===== config.mk =====
export PLATFORM = sky130hd
export DESIGN_NAME = priv_guard
export DESIGN_NICKNAME = d
export VERILOG_FILES = /design/src/rtl/priv_guard_pkg.sv /design/src/rtl/priv_range_chk.sv /design/src/rtl/priv_timer.sv /design/src/rtl/priv_cause_arb.sv /design/src/rtl/priv_guard.sv
export SDC_FILE = /design/constraint.sdc
export NUM_CORES = 1
export LEC_CHECK = 0
export CAP_MARGIN = 20
export CORE_MARGIN = 4
export CORE_UTILIZATION = 50
export CTS_CLUSTER_DIAMETER = 30
export DETAILED_ROUTE_END_ITERATION = 16
export PLACE_DENSITY = 0.76
export SYNTH_ARGS = -nofsm -noshare
export SYNTH_HDL_FRONTEND = slang
export SYNTH_SLANG_ARGS = --single-unit

===== constraint.sdc =====
create_clock -name clk -period 10.4 [get_ports clk]
set_input_delay 3.12 -clock clk [delete_from_list [all_inputs] [get_ports clk]]
set_output_delay 3.12 -clock clk [all_outputs]
set_load 0.1 [all_outputs]

===== src/rtl/priv_guard_pkg.sv =====
package priv_guard_pkg;
    typedef enum logic {
        ST_SUPER = 1'b0,
        ST_USER  = 1'b1
    } mode_e;

    localparam int NUM_CAUSE = 4;
    localparam int CAUSE_W   = $clog2(NUM_CAUSE);

    typedef enum logic [CAUSE_W-1:0] {
        CAUSE_PROT  = 2'd0,
        CAUSE_PRIV  = 2'd1,
        CAUSE_TIMER = 2'd2,
        CAUSE_EXT   = 2'd3
    } cause_e;
endpackage


===== src/rtl/priv_range_chk.sv =====
module priv_range_chk #(
    parameter int ADDR_W = 16
) (
    input  logic              clk,
    input  logic              rst_n,
    input  logic              base_we,
    input  logic              limit_we,
    input  logic [ADDR_W-1:0] wdata,
    input  logic [ADDR_W-1:0] addr,
    output logic              in_range
);
    logic [ADDR_W-1:0] base_q;
    logic [ADDR_W-1:0] limit_q;
    logic [ADDR_W-1:0] offset;

    always_ff @(posedge clk) begin
        if (!rst_n) begin
            base_q  <= '0;
            limit_q <= '0;
        end else begin
            if (base_we)  base_q  <= wdata;
            if (limit_we) limit_q <= wdata;
        end
    end

    // The offset compare avoids the carry out of base + limit.
    always_comb begin
        offset   = addr - base_q;
        in_range = (addr >= base_q) && (offset < limit_q);
    end
endmodule


===== src/rtl/priv_timer.sv =====
module priv_timer #(
    parameter int TMR_W = 16
) (
    input  logic             clk,
    input  logic             rst_n,
    input  logic             load,
    input  logic [TMR_W-1:0] load_val,
    input  logic             disarm,
    output logic             expired
);
    logic [TMR_W-1:0] count_q;
    logic             armed_q;

    always_ff @(posedge clk) begin
        if (!rst_n) begin
            count_q <= '0;
            armed_q <= 1'b0;
        end else if (load) begin
            count_q <= load_val;
            armed_q <= (load_val != '0);
        end else begin
            if (count_q != '0) count_q <= count_q - 1'b1;
            if (disarm)        armed_q <= 1'b0;
        end
    end

    assign expired = armed_q && (count_q == '0);
endmodule


===== src/rtl/priv_cause_arb.sv =====
module priv_cause_arb
    import priv_guard_pkg::*;
#(
    parameter int N = NUM_CAUSE
) (
    input  logic [N-1:0]       req,
    output logic               any,
    output logic [CAUSE_W-1:0] winner
);
    // Lower index has higher priority.
    always_comb begin
        any    = 1'b0;
        winner = '0;
        for (int i = N - 1; i >= 0; i--) begin
            if (req[i]) begin
                any    = 1'b1;
                winner = CAUSE_W'(i);
            end
        end
    end
endmodule


===== src/rtl/priv_guard.sv =====
module priv_guard
    import priv_guard_pkg::*;
#(
    parameter int ADDR_W = 16,
    parameter int TMR_W  = 16
) (
    input  logic              clk,
    input  logic              rst_n,
    input  logic              acc_valid,
    input  logic [ADDR_W-1:0] acc_addr,
    output logic              acc_grant,
    input  logic              io_req,
    output logic              io_grant,
    input  logic              base_wr,
    input  logic              limit_wr,
    input  logic [ADDR_W-1:0] wr_data,
    input  logic              timer_wr,
    input  logic [TMR_W-1:0]  timer_data,
    input  logic              ext_irq,
    input  logic              ret_user,
    output logic              trap_valid,
    output logic [1:0]        trap_cause,
    output logic              mode_user
);
    mode_e               state_q, state_d;
    logic                is_user;
    logic                in_range;
    logic                tmr_expired;
    logic [NUM_CAUSE-1:0] viol;
    logic                take_trap;
    logic [CAUSE_W-1:0]  win_cause;
    logic                priv_req;

    assign is_user  = (state_q == ST_USER);
    assign priv_req = io_req | base_wr | limit_wr | timer_wr;

    priv_range_chk #(.ADDR_W(ADDR_W)) u_range (
        .clk      (clk),
        .rst_n    (rst_n),
        .base_we  (base_wr && !is_user),
        .limit_we (limit_wr && !is_user),
        .wdata    (wr_data),
        .addr     (acc_addr),
        .in_range (in_range)
    );

    priv_timer #(.TMR_W(TMR_W)) u_timer (
        .clk      (clk),
        .rst_n    (rst_n),
        .load     (timer_wr && !is_user),
        .load_val (timer_data),
        .disarm   (take_trap && (win_cause == CAUSE_TIMER)),
        .expired  (tmr_expired)
    );

    always_comb begin
        viol              = '0;
        viol[CAUSE_PROT]  = is_user && acc_valid && !in_range;
        viol[CAUSE_PRIV]  = is_user && priv_req;
        viol[CAUSE_TIMER] = is_user && tmr_expired;
        viol[CAUSE_EXT]   = is_user && ext_irq;
    end

    priv_cause_arb #(.N(NUM_CAUSE)) u_arb (
        .req    (viol),
        .any    (take_trap),
        .winner (win_cause)
    );

    // State register
    always_ff @(posedge clk) begin
        if (!rst_n) state_q <= ST_SUPER;
        else        state_q <= state_d;
    end

    // Transitions: RETURN and TRAP
    always_comb begin
        state_d = state_q;
        unique case (state_q)
            ST_SUPER: if (ret_user)  state_d = ST_USER;
            ST_USER:  if (take_trap) state_d = ST_SUPER;
        endcase
    end

    // Registered trap outputs
    always_ff @(posedge clk) begin
        if (!rst_n) begin
            trap_valid <= 1'b0;
            trap_cause <= '0;
        end else begin
            trap_valid <= take_trap;
            if (take_trap) trap_cause <= win_cause;
        end
    end

    assign mode_user = is_user;
    assign acc_grant = acc_valid && (!is_user || in_range);
    assign io_grant  = io_req && !is_user;
endmodule


==> impl_metrics.ini <==
[synth]
netlist_top_cells_area = dfxtp_1 (30%), ha_1 (11%), nand2_1 (8.8%), a21boi_0 (6.7%), a21oi_1 (4.2%)
ys.warnings.count = 0
synth.yosys.seq_area_share = 0.297
synth_seq_cells = 53
synth_largest_area_cell = dfxtp_1
synthCells = 461
syn_area_mm2 = 0.00358
postSynthNetCount = 551
synth.top_cell.area_share = 0.297
number_of_library_cell_types_mapped_by_synthesis = 46
syn_area_per_cell_um2 = 7.76

[run]
timing.max_cap.violations = 0

[critical_path]
cp-endpoint = acc_grant
worst_r2r_path_depth = 15
setup.reg_to_reg.worst_slack_ns = 6.66
path_class = in -> out
timing.critical_path.from = acc_addr[1]
worstReg2RegEnd = trap_cause[1]
worstSetupStartpointType = input port
worstSetupEndpointType = primary output
crit-reg2reg-launch = u_range.base_q[1]
critical_path.max_fanout = 4
arrival_ns = 6.75
worst_path_required_ns = 7.28

[floorplanning]
ios = 63
die_w_um = 92.6
dieArea_mm2 = 0.00857
coreArea_mm2 = 0.00687
die_y_um = 92.6
placement_rows = 30
initial_utilization = 0.521

[cells_and_area]
drive_gt1_frac = 0.0424
multi_input_comb_area_mm2 = 0.00231
num_antenna_cells = 0
layout.area.seq_mm2 = 0.00106
flow.area_growth_from_synthesis_pct = 22.7
fillers = 618
finish.net_count = 608

[sta]
final_period_demand_of_the_worst_path_ns = 9.87
maxSlewHeadroom = 0.348
final-setup-viol-count = 0
final-hold-violation-count = 0
setup_tns_ns = 0
worst_pin_slew_ns = 0.975
grt_setup_unrepaired = false
final.period_utilization = 0.949
final-max-slew-violation-count = 0
final_critical_path_setup_slack_ns = 0.532
finClkSkew_ns = 0.0117
max_freq_ghz = 0.101

[place]
dp_worst_setup_slack_ns = 0.560
portBuffers = 62
place.detailed.hpwl_mm = 6.86
finalWeightedCongestion = 0.842

[clock_network]
postCtsSetupRepairBufs = 0
clkTransAtPathRegs_ns = 0.10
cts.sinks = 53
cts_max_path_buffers = 2
cts_tree = done
clock_latency_ns = 0.32
cts_hold_buf = 0
cts.repair.resized = 0
h-tree-depth = 2
clock-root-buffer = clkbuf_8
cts_buffers = 5

[min_path]
worst_hold_path_type = reg -> reg

[global_routing]
first_global_vias = 3298
number_of_antenna_violations_at_the_first_check_in_global_routing = 0
grt_start_max_net_pins = 56
groute.usage.overall = 0.213
global_route_wire_length_before_repair_mm = 14.9
total_congestion_overflow_after_global_routing = 0

[drt]
detail_route.drc_violations = 0
drt_iter0_drc = 218
wirelength_mm = 8.83
dr.pass1.iters = 4
via_per_inst = 5.51
wire_per_inst_um = 14.4
ant_nets = 0
num_vias = 3388

[power_and_ir_drop]
clkPwrFrac = 0.215
p_int_w = 0.000371
seqPwrFrac = 0.404
power.density_mw_per_mm2 = 132
combPwrFrac = 0.382
p_sw_w = 0.000209
power.switching_fraction = 0.360
power_leakage_nw = 1.71
max-vdd-ir-drop_uv = 62.3

[outcome]
run_status = finished, final reports clean
layout make-up:
cell class	count	share of cell area
clock buffers	5	0.0157
repair buffers	66	0.151
multi-input cells	355	0.527
clock inverters	3	0.00570
well taps	96	0.0274
inverters	37	0.0316
flip-flops and latches	53	0.242
cell usage after synthesis, drive strengths merged:
master and number:
and4 2, a31oi 4, a21bo 3, a21boi 32
o21a 6, nand3b 2, and3 5, nand2 84
nand3 7, a311oi 1, ha 32, o2111a 1
xor2 10, nor2b 11, o31ai 6, o211ai 5
o21ai 16, mux2i 1, nand4 4, nor4 7
buf 1, and2 6, o211a 2, clkbuf 15
or4 3, o31a 1, a2111oi 1, dfxtp 53
nor2 18, o41a 1, xnor2 13, a21oi 30
inv 37, a21o 8, or3 5, fa 1
a211oi 4, nor3 15, nand2b 7, a32oi 1
power groups by stage:
| stage | clock, W | sequential [W] | combinational, W |
|---|---|---|---|
| 2_1_floorplan | 0 | 0.000241 | 0.000151 |
| 3_3_place_gp | 0 | 0.000237 | 0.000213 |
| 3_5_place_dp | 0 | 0.000239 | 0.000219 |
| 4_1_cts | 0.000128 | 0.000234 | 0.000221 |
| 5_1_grt | 0.000134 | 0.000237 | 0.000250 |
| 6_report | 0.000125 | 0.000234 | 0.000221 |
metrics by stage:
step	std cells	hold slack (ns)	utilization	instance area [µm²]	total power, W
finish	615	0.470	0.639	4390	0.000580
global route	615	0.491	0.639	4390	0.000621
CTS	615	0.472	0.639	4390	0.000583
detailed placement	607	0.457	0.625	4300	0.000458
global placement	607	0.451	0.625	4300	0.000451
floorplan	461	0.443	-	3580	0.000392
worst max-delay path, cell delays in order:
cell and delay, ns:
clkdlybuf4s50_1 0.44, ha_1 0.31, nor2b_1 0.15, o31a_1 0.28
o41a_1 0.38, a2111oi_0 0.42, nor3_1 0.12, xor2_1 0.17
ha_1 0.30, and3_1 0.15, nand4_1 0.09, o211ai_1 0.31
a21oi_1 0.08, o21a_1 0.22, buf_12 0.18
registers in the layout, indices dropped and copies added (netlist names):
register / cells
trap_valid: 1
u_range.base_q: 16
trap_cause: 2
u_timer.count_q: 16
u_range.limit_q: 16
mode_user: 1
u_timer.armed_q: 1
placed cells by master (no fill, tap or decap), types with 7 or more instances in the layout:
| cell | count |
|---|---|
| dfxtp_1 | 53 |
| a21oi_1 | 30 |
| nand3_1 | 7 |
| inv_1 | 37 |
| ha_1 | 32 |
| nor2b_1 | 11 |
| o21ai_0 | 15 |
| nor2_1 | 18 |
| a21o_1 | 8 |
| clkdlybuf4s50_1 | 61 |
| nor3_1 | 13 |
| a21boi_0 | 32 |
| xnor2_1 | 13 |
| xor2_1 | 10 |
| nand2_1 | 84 |
layer usage:
metal / vias up / GRT usage / wire length (µm)
met2: 92 / 0.363 / 4270
li1: 1711 / - / -
met4: 0 / 0.0681 / 171
met5: - / 0 / 0
met3: 19 / 0.0414 / 548
met1: 1566 / 0.270 / 3840
cells by family (layout without fill, tap and decap cells):
family | count (synthesis) | count (layout) | synth area share
simple gates | 176 | 176 | 0.241
buf+inv | 53 | 111 | 0.0560
flops | 53 | 53 | 0.297
xor+xnor | 23 | 23 | 0.0563
compound gates | 122 | 122 | 0.230
fa+ha+maj | 33 | 33 | 0.118
mux | 1 | 1 | 0.00280
worst min-delay path by stage:
| stage | to | from | depth (start not counted) |
|---|---|---|---|
| detailed placement | u_range.base_q[15] | u_range.base_q[15] | 2 |
| global placement | u_range.base_q[3] | u_range.base_q[3] | 2 |
| finish | u_range.base_q[15] | u_range.base_q[15] | 2 |
| global route | u_range.base_q[6] | u_range.base_q[6] | 2 |
| floorplan | u_range.base_q[10] | u_range.base_q[10] | 2 |
| CTS | u_range.limit_q[11] | u_range.limit_q[11] | 2 |
(Power assumes the default switching activity.)
